## src/rtl/hdlc_af_pkg.sv

```systemverilog
package hdlc_af_pkg;

    typedef enum logic [2:0] {
        ST_IDLE,
        ST_HOLD1,
        ST_SEND2,
        ST_PASS,
        ST_DROP
    } af_state_e;

    typedef struct packed {
        logic sec_bc;
        logic sec_val;
        logic first_bc;
        logic first_val;
    } af_en_t;

endpackage

```

## src/rtl/hdlc_af_cfg_table.sv

```systemverilog
module hdlc_af_cfg_table
    import hdlc_af_pkg::*;
#(
    parameter int ENTRIES = 32,
    localparam int IDX_W = $clog2(ENTRIES)
) (
    input  logic             clk,
    input  logic             rst_n,
    input  logic             wr_en,
    input  logic [IDX_W-1:0] wr_idx,
    input  af_en_t           wr_val,
    input  logic [IDX_W-1:0] rd_idx,
    output af_en_t           rd_val
);

    af_en_t entry_q [ENTRIES];

    for (genvar g = 0; g < ENTRIES; g++) begin : g_entry
        always_ff @(posedge clk) begin
            if (!rst_n) begin
                entry_q[g] <= '0;
            end else if (wr_en && (wr_idx == IDX_W'(g))) begin
                entry_q[g] <= wr_val;
            end
        end
    end

    assign rd_val = entry_q[rd_idx];

endmodule

```

## src/rtl/hdlc_af_byte_match.sv

```systemverilog
module hdlc_af_byte_match #(
    parameter int DATA_W = 8
) (
    input  logic [DATA_W-1:0] byte_in,
    input  logic [DATA_W-1:0] ref_val,
    input  logic              en_val,
    input  logic              en_bc,
    output logic              ok
);

    logic hit_val;
    logic hit_bc;

    assign hit_val = en_val && (byte_in == ref_val);
    assign hit_bc  = en_bc && (byte_in == {DATA_W{1'b1}});
    assign ok      = !(en_val || en_bc) || hit_val || hit_bc;

endmodule

```

## src/rtl/hdlc_addr_filter.sv

```systemverilog
module hdlc_addr_filter
    import hdlc_af_pkg::*;
#(
    parameter int CHANNELS = 32,
    parameter int DATA_W = 8,
    localparam int CH_W = $clog2(CHANNELS)
) (
    input  logic                clk,
    input  logic                rst_n,
    input  logic                cfg_we,
    input  logic [CH_W-1:0]     cfg_chan,
    input  logic [3:0]          cfg_en,
    input  logic [2*DATA_W-1:0] match_word,
    input  logic                in_valid,
    input  logic                in_sof,
    input  logic                in_eof,
    input  logic [CH_W-1:0]     in_chan,
    input  logic [DATA_W-1:0]   in_data,
    output logic                out_valid,
    output logic                out_sof,
    output logic                out_eof,
    output logic [CH_W-1:0]     out_chan,
    output logic [DATA_W-1:0]   out_data,
    output logic                out_accept,
    output logic                out_drop
);

    af_state_e st_q, st_nxt;
    af_en_t    tbl_en, en_q;
    logic      pass1, pass2, need2;

    logic [DATA_W-1:0] hold1_q, hold2_q;
    logic              hold2_eof_q;
    logic [CH_W-1:0]   chan_q;

    logic              emit, e_sof, e_eof, acc, drp;
    logic [DATA_W-1:0] e_data;
    logic [CH_W-1:0]   e_chan;
    logic              ld_en, ld_h1, ld_h2;

    hdlc_af_cfg_table #(.ENTRIES(CHANNELS)) u_table (
        .clk    (clk),
        .rst_n  (rst_n),
        .wr_en  (cfg_we),
        .wr_idx (cfg_chan),
        .wr_val (af_en_t'(cfg_en)),
        .rd_idx (in_chan),
        .rd_val (tbl_en)
    );

    hdlc_af_byte_match #(.DATA_W(DATA_W)) u_match_first (
        .byte_in (in_data),
        .ref_val (match_word[DATA_W-1:0]),
        .en_val  (tbl_en.first_val),
        .en_bc   (tbl_en.first_bc),
        .ok      (pass1)
    );

    hdlc_af_byte_match #(.DATA_W(DATA_W)) u_match_second (
        .byte_in (in_data),
        .ref_val (match_word[2*DATA_W-1:DATA_W]),
        .en_val  (en_q.sec_val),
        .en_bc   (en_q.sec_bc),
        .ok      (pass2)
    );

    assign need2 = tbl_en.sec_val || tbl_en.sec_bc;

    // State register
    always_ff @(posedge clk) begin
        if (!rst_n) st_q <= ST_IDLE;
        else        st_q <= st_nxt;
    end

    // Next state and emit decision
    always_comb begin
        st_nxt = st_q;
        emit   = 1'b0;
        e_data = in_data;
        e_sof  = 1'b0;
        e_eof  = 1'b0;
        e_chan = chan_q;
        acc    = 1'b0;
        drp    = 1'b0;
        ld_en  = 1'b0;
        ld_h1  = 1'b0;
        ld_h2  = 1'b0;
        if (in_valid && in_sof) begin
            ld_en = 1'b1;
            if (!pass1) begin
                drp    = 1'b1;
                st_nxt = in_eof ? ST_IDLE : ST_DROP;
            end else if (need2) begin
                if (in_eof) begin
                    drp    = 1'b1;
                    st_nxt = ST_IDLE;
                end else begin
                    ld_h1  = 1'b1;
                    st_nxt = ST_HOLD1;
                end
            end else begin
                emit   = 1'b1;
                e_sof  = 1'b1;
                e_eof  = in_eof;
                e_chan = in_chan;
                acc    = 1'b1;
                st_nxt = in_eof ? ST_IDLE : ST_PASS;
            end
        end else begin
            unique case (st_q)
                ST_IDLE: ;
                ST_HOLD1: begin
                    if (in_valid) begin
                        if (pass2) begin
                            emit   = 1'b1;
                            e_data = hold1_q;
                            e_sof  = 1'b1;
                            acc    = 1'b1;
                            ld_h2  = 1'b1;
                            st_nxt = ST_SEND2;
                        end else begin
                            drp    = 1'b1;
                            st_nxt = in_eof ? ST_IDLE : ST_DROP;
                        end
                    end
                end
                ST_SEND2: begin
                    emit   = 1'b1;
                    e_data = hold2_q;
                    e_eof  = hold2_eof_q;
                    st_nxt = hold2_eof_q ? ST_IDLE : ST_PASS;
                end
                ST_PASS: begin
                    if (in_valid) begin
                        emit  = 1'b1;
                        e_eof = in_eof;
                        if (in_eof) st_nxt = ST_IDLE;
                    end
                end
                ST_DROP: begin
                    if (in_valid && in_eof) st_nxt = ST_IDLE;
                end
                default: st_nxt = ST_IDLE;
            endcase
        end
    end

    // Output and holding registers
    always_ff @(posedge clk) begin
        if (!rst_n) begin
            out_valid   <= 1'b0;
            out_sof     <= 1'b0;
            out_eof     <= 1'b0;
            out_chan    <= '0;
            out_data    <= '0;
            out_accept  <= 1'b0;
            out_drop    <= 1'b0;
            en_q        <= '0;
            chan_q      <= '0;
            hold1_q     <= '0;
            hold2_q     <= '0;
            hold2_eof_q <= 1'b0;
        end else begin
            out_valid  <= emit;
            out_sof    <= emit && e_sof;
            out_eof    <= emit && e_eof;
            out_accept <= acc;
            out_drop   <= drp;
            if (emit) begin
                out_data <= e_data;
                out_chan <= e_chan;
            end
            if (ld_en) begin
                en_q   <= tbl_en;
                chan_q <= in_chan;
            end
            if (ld_h1) hold1_q <= in_data;
            if (ld_h2) begin
                hold2_q     <= in_data;
                hold2_eof_q <= in_eof;
            end
        end
    end

endmodule

```

## config.mk

```make
export PLATFORM = sky130hd
export DESIGN_NAME = hdlc_addr_filter
export DESIGN_NICKNAME = d
export VERILOG_FILES = /design/src/rtl/hdlc_af_pkg.sv /design/src/rtl/hdlc_af_cfg_table.sv /design/src/rtl/hdlc_af_byte_match.sv /design/src/rtl/hdlc_addr_filter.sv
export SDC_FILE = /design/constraint.sdc
export NUM_CORES = 1
export LEC_CHECK = 0
export ABC_AREA = 1
export ABC_CLOCK_PERIOD_IN_PS = 4600
export CAP_MARGIN = 5
export CELL_PAD_IN_SITES_DETAIL_PLACEMENT = 2
export CELL_PAD_IN_SITES_GLOBAL_PLACEMENT = 2
export CORE_ASPECT_RATIO = 1.4
export CORE_MARGIN = 1
export CORE_UTILIZATION = 38
export CTS_CLUSTER_DIAMETER = 50
export DETAILED_ROUTE_END_ITERATION = 12
export GPL_TIMING_DRIVEN = 0
export PLACE_DENSITY_LB_ADDON = 0.25
export REMOVE_ABC_BUFFERS = 1
export SYNTH_ARGS = -nofsm -noshare
export SYNTH_HDL_FRONTEND = slang
export SYNTH_HIERARCHICAL = 1
export SYNTH_SLANG_ARGS = --single-unit
```

## constraint.sdc

```tcl
create_clock -name clk -period 4.6 [get_ports clk]
set_input_delay 0.92 -clock clk [delete_from_list [all_inputs] [get_ports clk]]
set_output_delay 0.92 -clock clk [all_outputs]
set_load 0.05 [all_outputs]
```

[Word level (Yosys, flattened, before mapping)]
Memory sizes are Yosys's and may differ from the RTL's.
Cells that the tools add are included.
Word-level totals
  flip-flop bits (word level): 45
  bits in read-only memories: 0
  output and inout bits: 18
  logic and storage cells: 318
  RAM bits: 128
  latch bits: 0
  memories kept: 1
Operators by class
  equal/unequal tests: 43
  shift operators: 0
  bitwise gates (word level): 32
  muxes and demuxes: 176
  div/mod/pow operators: 0
  reductions and logical operators: 52
  magnitude comparators: 0
  multipliers: 0
  add/subtract/negate cells: 0
Memory list
  u_table.entry_q: words 32, width 4, rd ports 1, clocked after memory_dff 0, write ports 32, line hdlc_af_cfg_table.sv:16  | af_en_t entry_q [ENTRIES];
Operators by type and width (count)
  2-to-1 mux 4 bit: 32
  2-to-1 mux 1 bit: 123
  equality test 5 bit (second input constant): 16
  equality test 5 x 4 -> 1 bit (second input constant): 8
  logical AND 1 bit: 40
  OR 1 bit: 32
  2-to-1 mux 3 bit: 9
  2-to-1 mux 8 bit: 3
  equality test 5 x 3 -> 1 bit (second input constant): 4
  equality test 8 bit: 2
  one-hot mux 8 bit (2 select lines): 1
  2-to-1 mux 5 bit: 3
  one-hot mux 3 bit (5 select lines): 1
  != test 3 bit (second input constant): 4
  equality test 5 x 2 -> 1 bit (second input constant): 2
  equality test 8 bit (second input constant): 1
  logical OR 1 bit: 7
  equality test 3 x 2 -> 1 bit (second input constant): 2
  equality test 5 x 1 -> 1 bit (second input constant): 1
  logical NOT 5 bit: 1
  AND reduction 5 bit: 1
  2-to-1 mux 2 bit: 2
  equality test 3 x 1 -> 1 bit (second input constant): 1
  equality test 3 bit (second input constant): 1
  other kinds (5): 6

[Depth between registers and ports, before layout]
  depth in word-level cells: 9
  mapped depth: 22
  depth with buffers taken out: 21

[Hierarchy]
Netlist, hierarchy kept.
By module, submodules not included
  hdlc_af_cfg_table: seq. area each 3843.7 µm², area an instance 6323.6 µm², times used 1, cells an instance 710
  hdlc_addr_filter: seq. area each 900.9 µm², area an instance 2260.9 µm², times used 1, cells an instance 354
  hdlc_af_byte_match: seq. area each 0.0 µm², area an instance 192.7 µm², times used 2, cells an instance 46

[Least setup slack after synthesis]
Ideal clock, no wire load.
  kind: in2reg
  start: input port in_chan[2]
  end: register hold1_q[5]
  buffers on the path: 3
  arrival: 2.699 ns
  cell stages on the path: 19
  data required time: 4.481 ns
  slack: 1.782 ns
  path through: buf_2 > inv_1 > buf_4 > nand3_1 > nand2_1 > nand2_1 > nand2_1 > nand2_1 > nand2_1 > inv_1 > nor2_1 > nand2_1 > nor2_1 > nand3_1 > nand2_1 > nand4_1 > buf_2 > o21ai_0 > a21oi_1
RTL lines
  from (decl): line hdlc_addr_filter.sv:17  | input logic [CH_W-1:0] in_chan,
  to (signal assigned): line hdlc_addr_filter.sv:177  | if (ld_h1) hold1_q <= in_data;
  to (decl): line hdlc_addr_filter.sv:32  | logic [DATA_W-1:0] hold1_q, hold2_q;

==> results summary <==
The flow ran to the end, and the final reports show no timing, DRC or antenna violations. The total power draw came out at ~0.0039 W. STA puts the critical path data required time at just under 5 ns. The cell family with the largest share of critical-path delay is simple AND/OR/NAND/NOR gates.

The cell area after technology mapping came out at 0.008970 mm^2. Headroom to the max-slew limit came out at between 30% and 40%. The CTS buffer count came out at 17. The number of buffers and inverters on the critical path is 5.

The final count of negative-setup-slack endpoints came out at 0. The average instance in the mapped netlist occupies 7.759 um^2. Pin placement for this block handled 62 I/O pins. The number of DRC markers after the initial detailed-route iteration is 310. Setup repair after global routing left no endpoint under its margin. In this run, post-CTS hold repair placed 0 buffers. In the routed design, unresolved DRC markers number 0.

The power per standard cell area came out at between 300 and 400 mW/mm^2. The via count of the first global-routing pass came out at 8,728. The insertion delay to the later sink of the worst-skew pair is 0.44 ns. The max-slew violation count is 0. Once detailed placement completed, the half-perimeter wirelength came to 21,340 um.

The floorplan step defined a core boundary enclosing ~0.023 mm^2. The worst min-delay path category is reg2reg. The growth of design area from synthesis to finish came out at 14.56%.

The clock-pin slew on the worst setup and hold paths is 0.07 ns. The die height is 183.8 um. The maximum number of pins on one net before global-route repair is 86. The number of register bits inferred by synthesis is 173. Routability-driven placement finished with a final weighted congestion of 0.8125. The final layout contains routed wiring with a total length of 30,610 um. At the worst endpoint, the arrival time is 4.49 ns. Counting cells, the worst reg-to-reg path comes to 19.

The die covers 0.02423 mm^2. The maximum level of the CTS H-tree is 4. The measured slew at the worst slew-check pin came out at between 0.9 and 1 ns. Timing would allow up to about 0.24 GHz. The number of inserted filler cells in the final layout is around 2.7k. Walking the worst path, the cells encountered are buf_2, buf_12, inv_4, nand2_1, nand3_1, nand3_1, nand2_1, nand2_1, nand2_1, nand2_1, nand2_1, inv_1, nor2_1, nand2_1, nor2_1, nand3_1, nand2_1, nand3_4, o21ai_0, inv_1, nor2_1, nor2_1. The count of antenna-violating nets left after detailed routing came out at 0. The worst register-to-register path begins at u_table/entry_q[23][0].

The number of port buffers is 61. During synthesis, Yosys emitted a total of 6 warnings. In the routed layout, each cell is associated on average with a via count of roughly 5.3. The sum of overflow across all layers after global routing came out at 0. The global-route wire length before repair came out at 47,720 um. The peak supply drop came out at about 0.26 mV. No sink is reached through more buffers than the 2 on the longest clock path. The number of iterations in the first detailed-routing pass is 5.

Summed over all cells, the static leakage comes to 4.296 nW. The number of hold violations in the final report is 0. For hold timing, the worst endpoint is hold2_q[5].

The slowest stage of the critical path is the sky130_fd_sc_hd__inv_4 cell. The internal reg-to-reg setup slack is 1.86 ns. Setup slack closes at 0.4376 ns.

The number of vias after detailed routing came out at 7,897. In the synthesized netlist, the number of instances is ~1.2k. The type of the worst setup path is in2reg. The top cell types in the final layout, fill and taps aside, are sky130_fd_sc_hd__nand2_1, sky130_fd_sc_hd__nor2_1, sky130_fd_sc_hd__nand3_1. In this run, distinct cell masters in the synthesized netlist total 28. The initial antenna violation count was 0. Along the worst path, the maximum fanout reaches 64. The minimum setup slack after placement is -0.6636 ns. The antenna diode count is 0. In this design, the critical path's most frequently occurring cell is sky130_fd_sc_hd__nand2_1. The horizontal die dimension is 131.9 um. The delay of the slowest critical-path stage is 0.52 ns. The global-route usage over all layers is 26.46%. In the final routed layout, each cell accounts on average for 20.46 um. The clock tree from TritonCTS is done. The number of cells on the worst hold path came out at 2.

The share of the cycle needed by the critical path after routing is 90.49%. The worst register-to-register path ends at out_chan[4]. The critical path endpoint category is a flop. The sort of element at the start of the critical path is an input pin. The worst path in the final design needs a cycle of about 4.2 ns, including I/O delays and setup. The number of maximum-capacitance constraint violations came out at 0. The worst hold path begins at hold2_q[5]. In this run the clock root is driven by a sky130_fd_sc_hd__clkbuf_16. The number of core rows is 66. The clock drives 173 sinks. The share of cells above drive strength 1 came out at 4.790%. The library cell used most frequently in the layout, excluding fill and tap cells, is sky130_fd_sc_hd__nand2_1. On the final layout, the worst clock skew is 0.008325 ns.

The count of nets after finishing is 1,221. The initial standard-cell utilization of the core is 38.66%. The share of the yosys chip area belonging to registers came out at 52.89%.
-- state kept, by name, summed over array words and instances (netlist names), 2 cells and up --
register and flops:
chan_q 5, en_q 2, hold1_q 8, hold2_q 8, out_chan 5, out_data 8, st_q 3, u_table/entry_q 128
-- final cells by class --
class / instances / area (um^2) / share of cell area, %
Sequential cell: 173 / 4745 / 46.17
Timing Repair Buffer: 68 / 753.2 / 7.330
Multi-Input combinational cell: 804 / 3426 / 33.34
Clock buffer: 25 / 500.5 / 4.870
Tap cell: 306 / 382.9 / 3.726
Clock inverter: 7 / 38.79 / 0.3775
Inverter: 113 / 430.4 / 4.188
-- Yosys cell counts, drive strengths merged --
cell	count	area (um^2)
inv	113	424.2
o22ai	2	12.51
buf	42	274.0
nand3b	1	7.510
o31ai	1	7.510
nand4	6	37.54
clkbuf	24	103.9
o21ai	56	280.3
edfxtp	128	3844
a21o	1	7.510
nand2	331	1250
mux2i	2	20.02
dfxtp	45	900.9
nand3	167	848.3
nor2	206	778.2
xor2	2	17.52
a21oi	29	156.4
-- worst reg2reg max path: stages (launching register included) --
cell,delay [ns]
sky130_fd_sc_hd__edfxtp_1,0.35
sky130_fd_sc_hd__nand2_1,0.06
sky130_fd_sc_hd__nand3_1,0.13
sky130_fd_sc_hd__nand3_1,0.17
sky130_fd_sc_hd__nand2_1,0.15
sky130_fd_sc_hd__nand2_1,0.09
sky130_fd_sc_hd__nand2_1,0.09
sky130_fd_sc_hd__nand2_1,0.07
sky130_fd_sc_hd__nand2_1,0.08
sky130_fd_sc_hd__inv_1,0.05
sky130_fd_sc_hd__nor2_1,0.10
sky130_fd_sc_hd__nand2_1,0.05
sky130_fd_sc_hd__nor2_1,0.10
sky130_fd_sc_hd__nand3_1,0.10
sky130_fd_sc_hd__nand2_1,0.22
sky130_fd_sc_hd__nand3_4,0.30
sky130_fd_sc_hd__o21ai_0,0.29
sky130_fd_sc_hd__inv_1,0.07
sky130_fd_sc_hd__nor2_1,0.11
sky130_fd_sc_hd__nor2_1,0.06
-- cell families (layout without fill, tap and decap cells) --
group                     Yosys count  count (layout)  share of synthesized area [%]
AOI/OAI and AO/OA                  89              89                          5.175
xor gates and xnor gates            2               2                         0.1953
buffers and inverters             179             213                          8.941
DFF                               173             173                          52.89
muxes                               2               2                         0.2232
and+or+nand+nor                   711             711                          32.57
-- metal layers --
layer	vias to the layer above	track usage, %	routed length (um)
li1	3763	-	-
met1	3938	25.93	11020
met2	142	52.59	17580
met3	54	3.970	686
met4	0	14.37	1318
met5	-	0	0
-- through the flow --
step                cell area (um^2)  utilization, %  instances  hold WS (ns)  TNS (ns)
CTS                            10260           44.23       1495        0.4505         0
detailed placement              9721           41.89       1463        0.4401    -10.43
global placement                9585           41.31       1457        0.4334   -210.15
global route                   10280           44.28       1496        0.4788         0
floorplan                       8592               -       1090        0.4231         0
finish                         10280           44.28       1496        0.4478         0
-- where the power goes --
part	switching, W	internal, W
Sequential	0.0000475	0.00178
Combinational	0.000529	0.000224
Clock	0.000600	0.000753
-- how the worst max path moves through the flow --
stage                           from     endpoint  depth (start not counted)
after floorplan           in_chan[0]   hold1_q[0]                         18
after global placement    in_chan[0]   hold1_q[2]                         19
after detailed placement  in_chan[0]   hold1_q[4]                         20
after CTS                 in_chan[2]   hold1_q[4]                         17
after global routing      in_chan[0]  out_data[5]                         22
final                     in_chan[0]  out_chan[4]                         22
-- what timing repair did --
action | 4_1_cts | 5_1_grt
endpoints found under the setup margin | 8 | 9
setup buffers | 0 | 1
pin swaps | 0 | 1
resized for setup | 1 | 2
Note: power is estimated with default switching activity, not from simulation.
